[config.mk]
export PLATFORM = sky130hd
export DESIGN_NAME = panel_cfg_seq
export DESIGN_NICKNAME = d
export VERILOG_FILES = /design/src/rtl/panel_seq_pkg.sv /design/src/rtl/spi_frame_tx.sv /design/src/rtl/panel_cmd_arb.sv /design/src/rtl/panel_seq_ctrl.sv /design/src/rtl/panel_cfg_seq.sv
export SDC_FILE = /design/constraint.sdc
export NUM_CORES = 1
export LEC_CHECK = 0
export ABC_AREA = 1
export BUFFER_PORTS_ARGS = -buffer_cell sky130_fd_sc_hd__buf_4
export CAP_MARGIN = 20
export CORE_ASPECT_RATIO = 1.4
export CORE_MARGIN = 10
export CORE_UTILIZATION = 55
export DETAILED_ROUTE_END_ITERATION = 10
export PLACE_DENSITY_LB_ADDON = 0.12
export SLEW_MARGIN = 15
export SYNTH_ARGS = -nofsm -noshare
export SYNTH_HDL_FRONTEND = slang
export SYNTH_SLANG_ARGS = --single-unit
[constraint.sdc]
create_clock -name clk -period 4 [get_ports clk]
set_input_delay 0.2 -clock clk [delete_from_list [all_inputs] [get_ports clk]]
set_output_delay 0.2 -clock clk [all_outputs]
set_load 0.03 [all_outputs]
[src/rtl/panel_seq_pkg.sv]
// Shared constants, types and frame builders for the panel sequencer.
// Assumes 8-bit register numbers and 16-bit register values.
package panel_seq_pkg;

    localparam int FRAME_BITS = 24;
    localparam int MAX_STEPS  = 4;
    localparam int STEP_W     = $clog2(MAX_STEPS);

    localparam logic [7:0]  SEL_CMD     = 8'h74;
    localparam logic [7:0]  DAT_CMD     = 8'h76;
    localparam logic [7:0]  REG_POWER   = 8'h11;
    localparam logic [7:0]  REG_OUTCTL  = 8'h01;
    localparam logic [15:0] OUTCTL_BASE = 16'h2AEF;
    localparam logic [15:0] POWER_OFF   = 16'h0001;
    localparam logic [15:0] POWER_RUN   = 16'h0000;

    typedef enum logic [1:0] {
        OP_NONE     = 2'd0,
        OP_BRINGUP  = 2'd1,
        OP_POWERDN  = 2'd2,
        OP_WAKEUP   = 2'd3
    } seq_op_e;

    typedef struct packed {
        logic [7:0]  addr;
        logic [15:0] value;
    } reg_write_t;

    // Builds the register-select transaction.
    function automatic logic [FRAME_BITS-1:0] select_frame(input logic [7:0] addr);
        return {SEL_CMD, 8'h00, addr};
    endfunction

    // Builds the data transaction.
    function automatic logic [FRAME_BITS-1:0] value_frame(input logic [15:0] value);
        return {DAT_CMD, value};
    endfunction

endpackage

[src/rtl/spi_frame_tx.sv]
// Sends one frame of FRAME_BITS bits, MSB first, in SPI mode 0.
// Chip select is low for the whole frame. After the frame it is held high
// for one full SCK period, and only then is xfer_done pulsed.
// Assumes start is pulsed only while the engine is idle.
module spi_frame_tx #(
    parameter int CLK_DIV    = 2,
    parameter int FRAME_BITS = 24
) (
    input  logic                  clk,
    input  logic                  rst_n,
    input  logic                  start,
    input  logic [FRAME_BITS-1:0] frame,
    output logic                  xfer_done,
    output logic                  cs_n,
    output logic                  sck,
    output logic                  mosi
);

    localparam int EDGES   = 2 * FRAME_BITS;
    localparam int EDGE_W  = $clog2(EDGES);
    localparam int GAP_CYC = 2 * CLK_DIV;
    localparam int GAP_W   = $clog2(GAP_CYC + 1);

    typedef enum logic [1:0] {TX_IDLE, TX_SHIFT, TX_GAP} tx_state_e;

    tx_state_e             state;
    logic [FRAME_BITS-1:0] shreg;
    logic [EDGE_W-1:0]     edge_cnt;
    logic [GAP_W-1:0]      gap_cnt;
    logic                  half_tick;

    // Half-period tick: every cycle when CLK_DIV is 1, else from a divider.
    generate
        if (CLK_DIV == 1) begin : g_nodiv
            assign half_tick = 1'b1;
        end else begin : g_div
            localparam int DIV_W = $clog2(CLK_DIV);
            logic [DIV_W-1:0] div_cnt;
            // Count system clocks within one SCK half period.
            always_ff @(posedge clk) begin
                if (!rst_n || state != TX_SHIFT) begin
                    div_cnt <= '0;
                end else if (div_cnt == DIV_W'(CLK_DIV - 1)) begin
                    div_cnt <= '0;
                end else begin
                    div_cnt <= div_cnt + 1'b1;
                end
            end
            assign half_tick = (div_cnt == DIV_W'(CLK_DIV - 1));
        end
    endgenerate

    // Frame state machine: load, shift on falling SCK, then the CS gap.
    always_ff @(posedge clk) begin
        if (!rst_n) begin
            state     <= TX_IDLE;
            shreg     <= '0;
            edge_cnt  <= '0;
            gap_cnt   <= '0;
            cs_n      <= 1'b1;
            sck       <= 1'b0;
            xfer_done <= 1'b0;
        end else begin
            xfer_done <= 1'b0;
            case (state)
                TX_IDLE: begin
                    if (start) begin
                        shreg    <= frame;
                        edge_cnt <= '0;
                        cs_n     <= 1'b0;
                        sck      <= 1'b0;
                        state    <= TX_SHIFT;
                    end
                end
                TX_SHIFT: begin
                    if (half_tick) begin
                        if (edge_cnt == EDGE_W'(EDGES - 1)) begin
                            sck     <= 1'b0;
                            cs_n    <= 1'b1;
                            gap_cnt <= '0;
                            state   <= TX_GAP;
                        end else begin
                            edge_cnt <= edge_cnt + 1'b1;
                            sck      <= ~sck;
                            if (sck) begin
                                shreg <= {shreg[FRAME_BITS-2:0], 1'b0};
                            end
                        end
                    end
                end
                TX_GAP: begin
                    if (gap_cnt == GAP_W'(GAP_CYC - 1)) begin
                        state     <= TX_IDLE;
                        xfer_done <= 1'b1;
                    end else begin
                        gap_cnt <= gap_cnt + 1'b1;
                    end
                end
                default: state <= TX_IDLE;
            endcase
        end
    end

    assign mosi = ~cs_n & shreg[FRAME_BITS-1];

endmodule

[src/rtl/panel_cmd_arb.sv]
// Picks one command from the three request pulses by fixed priority
// (power-down, then bring-up, then wake-up) and accepts it only when idle.
// Assumes the requests are synchronous to clk.
module panel_cmd_arb
    import panel_seq_pkg::*;
(
    input  logic    req_bringup,
    input  logic    req_powerdn,
    input  logic    req_wakeup,
    input  logic    busy,
    output logic    accept,
    output seq_op_e op
);

    // Priority select and acceptance gate.
    always_comb begin
        if (req_powerdn)      op = OP_POWERDN;
        else if (req_bringup) op = OP_BRINGUP;
        else if (req_wakeup)  op = OP_WAKEUP;
        else                  op = OP_NONE;
        accept = !busy && (op != OP_NONE);
    end

endmodule

[src/rtl/panel_seq_ctrl.sv]
// Walks an accepted sequence one transaction at a time: for each register
// write it sends a select frame and then a data frame to the SPI engine.
// It captures the opcode and the output control word on acceptance.
// Assumes xfer_done pulses once for each start.
module panel_seq_ctrl
    import panel_seq_pkg::*;
#(
    parameter logic [15:0] MODE_MASK = 16'h3C00
) (
    input  logic                  clk,
    input  logic                  rst_n,
    input  logic                  accept,
    input  seq_op_e               op_in,
    input  logic [15:0]           mode_in,
    input  logic                  xfer_done,
    output logic                  start,
    output logic [FRAME_BITS-1:0] frame,
    output logic                  busy,
    output logic                  done
);

    typedef enum logic [1:0] {S_IDLE, S_ISSUE, S_WAIT} seq_state_e;

    seq_state_e        state;
    seq_op_e           op_q;
    logic [15:0]       ctrl_q;
    logic [STEP_W-1:0] step_q;
    logic              last_step;
    reg_write_t        wr;

    // Sequencing FSM with capture of opcode and control word.
    always_ff @(posedge clk) begin
        if (!rst_n) begin
            state  <= S_IDLE;
            op_q   <= OP_NONE;
            ctrl_q <= '0;
            step_q <= '0;
            done   <= 1'b0;
        end else begin
            done <= 1'b0;
            case (state)
                S_IDLE: begin
                    if (accept) begin
                        op_q   <= op_in;
                        ctrl_q <= (OUTCTL_BASE & ~MODE_MASK) | (mode_in & MODE_MASK);
                        step_q <= '0;
                        state  <= S_ISSUE;
                    end
                end
                S_ISSUE: state <= S_WAIT;
                S_WAIT: begin
                    if (xfer_done) begin
                        if (last_step) begin
                            state <= S_IDLE;
                            done  <= 1'b1;
                        end else begin
                            step_q <= step_q + 1'b1;
                            state  <= S_ISSUE;
                        end
                    end
                end
                default: state <= S_IDLE;
            endcase
        end
    end

    // Register write for the current step of the running sequence.
    always_comb begin
        case (op_q)
            OP_BRINGUP: wr = step_q[1] ? '{REG_OUTCTL, ctrl_q} : '{REG_POWER, POWER_RUN};
            OP_WAKEUP:  wr = step_q[1] ? '{REG_POWER, POWER_RUN} : '{REG_OUTCTL, ctrl_q};
            default:    wr = '{REG_POWER, POWER_OFF};
        endcase
    end

    // Frame selection and the end-of-sequence test.
    always_comb begin
        frame     = step_q[0] ? value_frame(wr.value) : select_frame(wr.addr);
        last_step = (op_q == OP_POWERDN) ? (step_q == STEP_W'(1))
                                         : (step_q == STEP_W'(MAX_STEPS - 1));
        start     = (state == S_ISSUE);
        busy      = (state != S_IDLE);
    end

endmodule

[src/rtl/panel_cfg_seq.sv]
// Top of the panel register write sequencer: command arbitration, the
// sequence controller and the SPI frame engine.
// Assumes the command inputs are single-cycle pulses, synchronous to clk.
module panel_cfg_seq
    import panel_seq_pkg::*;
#(
    parameter int          CLK_DIV   = 2,
    parameter logic [15:0] MODE_MASK = 16'h3C00
) (
    input  logic        clk,
    input  logic        rst_n,
    input  logic        cmd_power_on,
    input  logic        cmd_shutdown,
    input  logic        cmd_resume,
    input  logic [15:0] mode_bits,
    output logic        busy,
    output logic        done,
    output logic        spi_cs_n,
    output logic        spi_sck,
    output logic        spi_mosi
);

    logic                  accept;
    seq_op_e               op_sel;
    logic                  tx_start;
    logic                  tx_done;
    logic [FRAME_BITS-1:0] tx_frame;

    panel_cmd_arb i_arb (
        .req_bringup (cmd_power_on),
        .req_powerdn (cmd_shutdown),
        .req_wakeup  (cmd_resume),
        .busy        (busy),
        .accept      (accept),
        .op          (op_sel)
    );

    panel_seq_ctrl #(.MODE_MASK(MODE_MASK)) i_ctrl (
        .clk       (clk),
        .rst_n     (rst_n),
        .accept    (accept),
        .op_in     (op_sel),
        .mode_in   (mode_bits),
        .xfer_done (tx_done),
        .start     (tx_start),
        .frame     (tx_frame),
        .busy      (busy),
        .done      (done)
    );

    spi_frame_tx #(.CLK_DIV(CLK_DIV), .FRAME_BITS(FRAME_BITS)) i_tx (
        .clk       (clk),
        .rst_n     (rst_n),
        .start     (tx_start),
        .frame     (tx_frame),
        .xfer_done (tx_done),
        .cs_n      (spi_cs_n),
        .sck       (spi_sck),
        .mosi      (spi_mosi)
    );

endmodule

==> results.ini <==
[synthesis]
synth_area_per_cell_um2=6.37
synthArstFlopShare_pct=0
synth_enable_flop_cells=0
synthCells=391
synth_ff_type=dfxtp_1
synth_top_cell_by_area=dfxtp_1
ys_types=23
yosysWarnings=0
syn-cell-area_um2=2490
synthesis.nets=415
ys_ff_latch=51
synth_area_leaders=dfxtp_1 (41%), nand2_1 (17%), nor2_1 (13%)
synth_top_area_share_pct=41.0
ys_seq_area_share_pct=41.0

[sta]
slew-limit-headroom_pct=47.2
rsz0062_at_grt=no
clock_skew_ns=0.00520
setup_violations=0
timing.final.crit_share_pct=52.4
maxSlewViolCount=0
hold_viol=0
fmax_mhz=477
fin_crit_ns=2.10
tightest_slew_ns=0.791
fin_hold_ws_ns=0.0889
tns_ns=0

[layout]
nNetsFinal=422
final_cells=458
area_delta_synth_final_pct=7.38
diodes=0
fillers=452
drive_gt1_share_pct=6.53

[floorplan]
die_width_um=76.9
dieHeight_um=99.6
core_area_um2=4310
initial_core_util_pct=57.8
io-pin-count=26
rows=28
die-area_um2=7660

[grt]
antenna_found_initial=0
grt_overflow_total=0
grt_pass1_wl_mm=8.46
first_global_vias=1992
grt_use_total_pct=12.8
grt_max_degree=38

[cts]
clockBufferDepth=2
htreeDepth=2
clk_pin_slew_ns=0.08
cts-root-buf=clkbuf_8
cts_resized=0
clk_latency_ns=0.31
postCtsHoldBufs=0
cts.sinks=51
cts_buffers=5
cts_tree=built
cts_setup_buffers=0

[worst_setup_path]
crit_top_cell=nand2_1
cp_max_fo=25
startpoint_type=flip-flop
slowest_delay_ns=0.48
cp-startpoint=i_tx.edge_cnt[0]$_SDFFE_PN0P_
worstPathRequired_ns=4.20
crit_arrival_ns=2.30
worstSetupPathType=reg -> reg
r2r-end=i_tx.shreg[13]$_SDFFE_PN0P_
rrSetupSlack_ns=1.90
worst-r2r-cell-count=8
worstSetupPathDepth=8
worstSetupEndpointType=flip-flop
crit_buf_inv=0
path_cells=ha_1 -> nand3_1 -> o21ai_1 -> nand2_1 -> nand2_4 -> nand2_1 -> nand2_1 -> nor2_1
cp_top_family=simple AND/OR/NAND/NOR gates
critPathSlowestCell=nand2_1
crit_end=i_tx.shreg[13]$_SDFFE_PN0P_
reg2reg_from=i_tx.edge_cnt[0]$_SDFFE_PN0P_

[drt]
viasPerCell=4.95
num_vias=2268
drtIter0Drc=146
drc=0
drt-total-wl_mm=4.76
first_pass_iters=4
ant_nets=0
wire_per_inst_um=10.4

[power]
combPwrFrac_pct=29.3
p_int_mw=0.861
power.leakage_nw=1.25
power_density_nw_per_um2=498
p_sw_share_pct=35.3
p_seq_share_pct=48.2
power_switching_mw=0.471
peakVddDrop_v=0.000236
clkPwrFrac_pct=22.5

[status]
status=finished clean

[min_path]
hold_path_class=in -> reg

[run]
maxCapViolations=0

[placement]
port_buffers=13
dp_cells=451
dp_hpwl_mm=3.18
gp_congestion=0.828

## cells in the final DEF (no fill, tap or decap), types with 2 or more instances in the layout
master / n
nor2_4: 2
inv_2: 2
inv_1: 42
nand4_1: 3
o21ai_0: 25
nor3_1: 4
nor2_1: 85
nand2_1: 111
dfxtp_1: 51
buf_4: 13
nand3_1: 23
a21oi_1: 20
clkbuf_8: 6
ha_1: 3
## Yosys cell counts (3+ instances only)
cell and number:
nor2_1 85, nand4_1 3, a21oi_1 20, dfxtp_1 51, inv_1 42, nor3_1 4, o21ai_0 25, nand3_1 23
nand2_1 111, clkbuf_1 5, ha_1 3, buf_2 4
## power by group through the flow
stage / combinational [mW] / sequential (mW) / clock, mW
detailed placement: 0.391 / 0.654 / 0
global placement: 0.384 / 0.650 / 0
CTS: 0.392 / 0.643 / 0.308
finish: 0.390 / 0.642 / 0.300
global route: 0.455 / 0.654 / 0.324
floorplan: 0.335 / 0.649 / 0
## final cells by class
cell class	instances	area, um2	area share [%]
clock inverter	1	5.00	0.187
timing repair buffer	13	97.6	3.65
tap	60	75.1	2.81
inverter	44	165	6.17
sequential	51	1020	38.2
clock buffer	6	82.6	3.09
multi-input combinational	283	1230	45.9
## worst min path at each step
stage	start	to	depth (start not counted)
2_1_floorplan	cmd_shutdown	i_ctrl.op_q[0]$_SDFFE_PN0P_	1
3_3_place_gp	cmd_shutdown	i_ctrl.op_q[0]$_SDFFE_PN0P_	2
3_5_place_dp	cmd_shutdown	i_ctrl.op_q[0]$_SDFFE_PN0P_	2
4_1_cts	cmd_shutdown	i_ctrl.op_q[0]$_SDFFE_PN0P_	2
5_1_grt	cmd_shutdown	i_ctrl.op_q[0]$_SDFFE_PN0P_	2
6_report	cmd_shutdown	i_ctrl.op_q[0]$_SDFFE_PN0P_	2
## kinds of logic (layout without fill, tap and decap cells)
kind of cell,count (synthesis),in the layout,share of synthesized area (%)
AND/OR/NAND/NOR,231,231,37.6
flip-flops,51,51,41.0
AO/OA/AOI/OAI,49,49,10.2
buffers and inverters,57,64,9.69
adder cells (fa/ha/maj),3,3,1.51
## sequential cells by signal, summed over array words and instances, names as in the netlist, 2 cells and up
name,flops
i_ctrl.ctrl_q,5
i_tx.shreg,24
i_tx.gap_cnt,3
i_ctrl.op_q,2
i_tx.state,2
i_ctrl.step_q,2
i_ctrl.state,2
i_tx.edge_cnt,6
## layer usage
| layer | part of all wire [%] | up-vias | global-route usage (%) |
|---|---|---|---|
| met3 | 4.0 | 9 | 2.61 |
| met1 | 48 | 1001 | 15.6 |
| met4 | 2.1 | 0 | 6.46 |
| met2 | 46 | 29 | 20.7 |
| met5 | 0 | - | 0 |
| li1 | - | 1229 | - |
## through the flow
step | utilization, % | power (mW) | setup WS (ns) | area [um2]
3_3_place_gp | 60.0 | 1.03 | 1.94 | 2590
4_1_cts | 62.1 | 1.34 | 1.91 | 2680
3_5_place_dp | 60.0 | 1.05 | 1.92 | 2590
2_1_floorplan | - | 0.984 | 2.58 | 2490
5_1_grt | 62.1 | 1.43 | 1.62 | 2680
6_report | 62.1 | 1.33 | 1.90 | 2680
No activity file was read; power rests on OpenSTA's default activity.
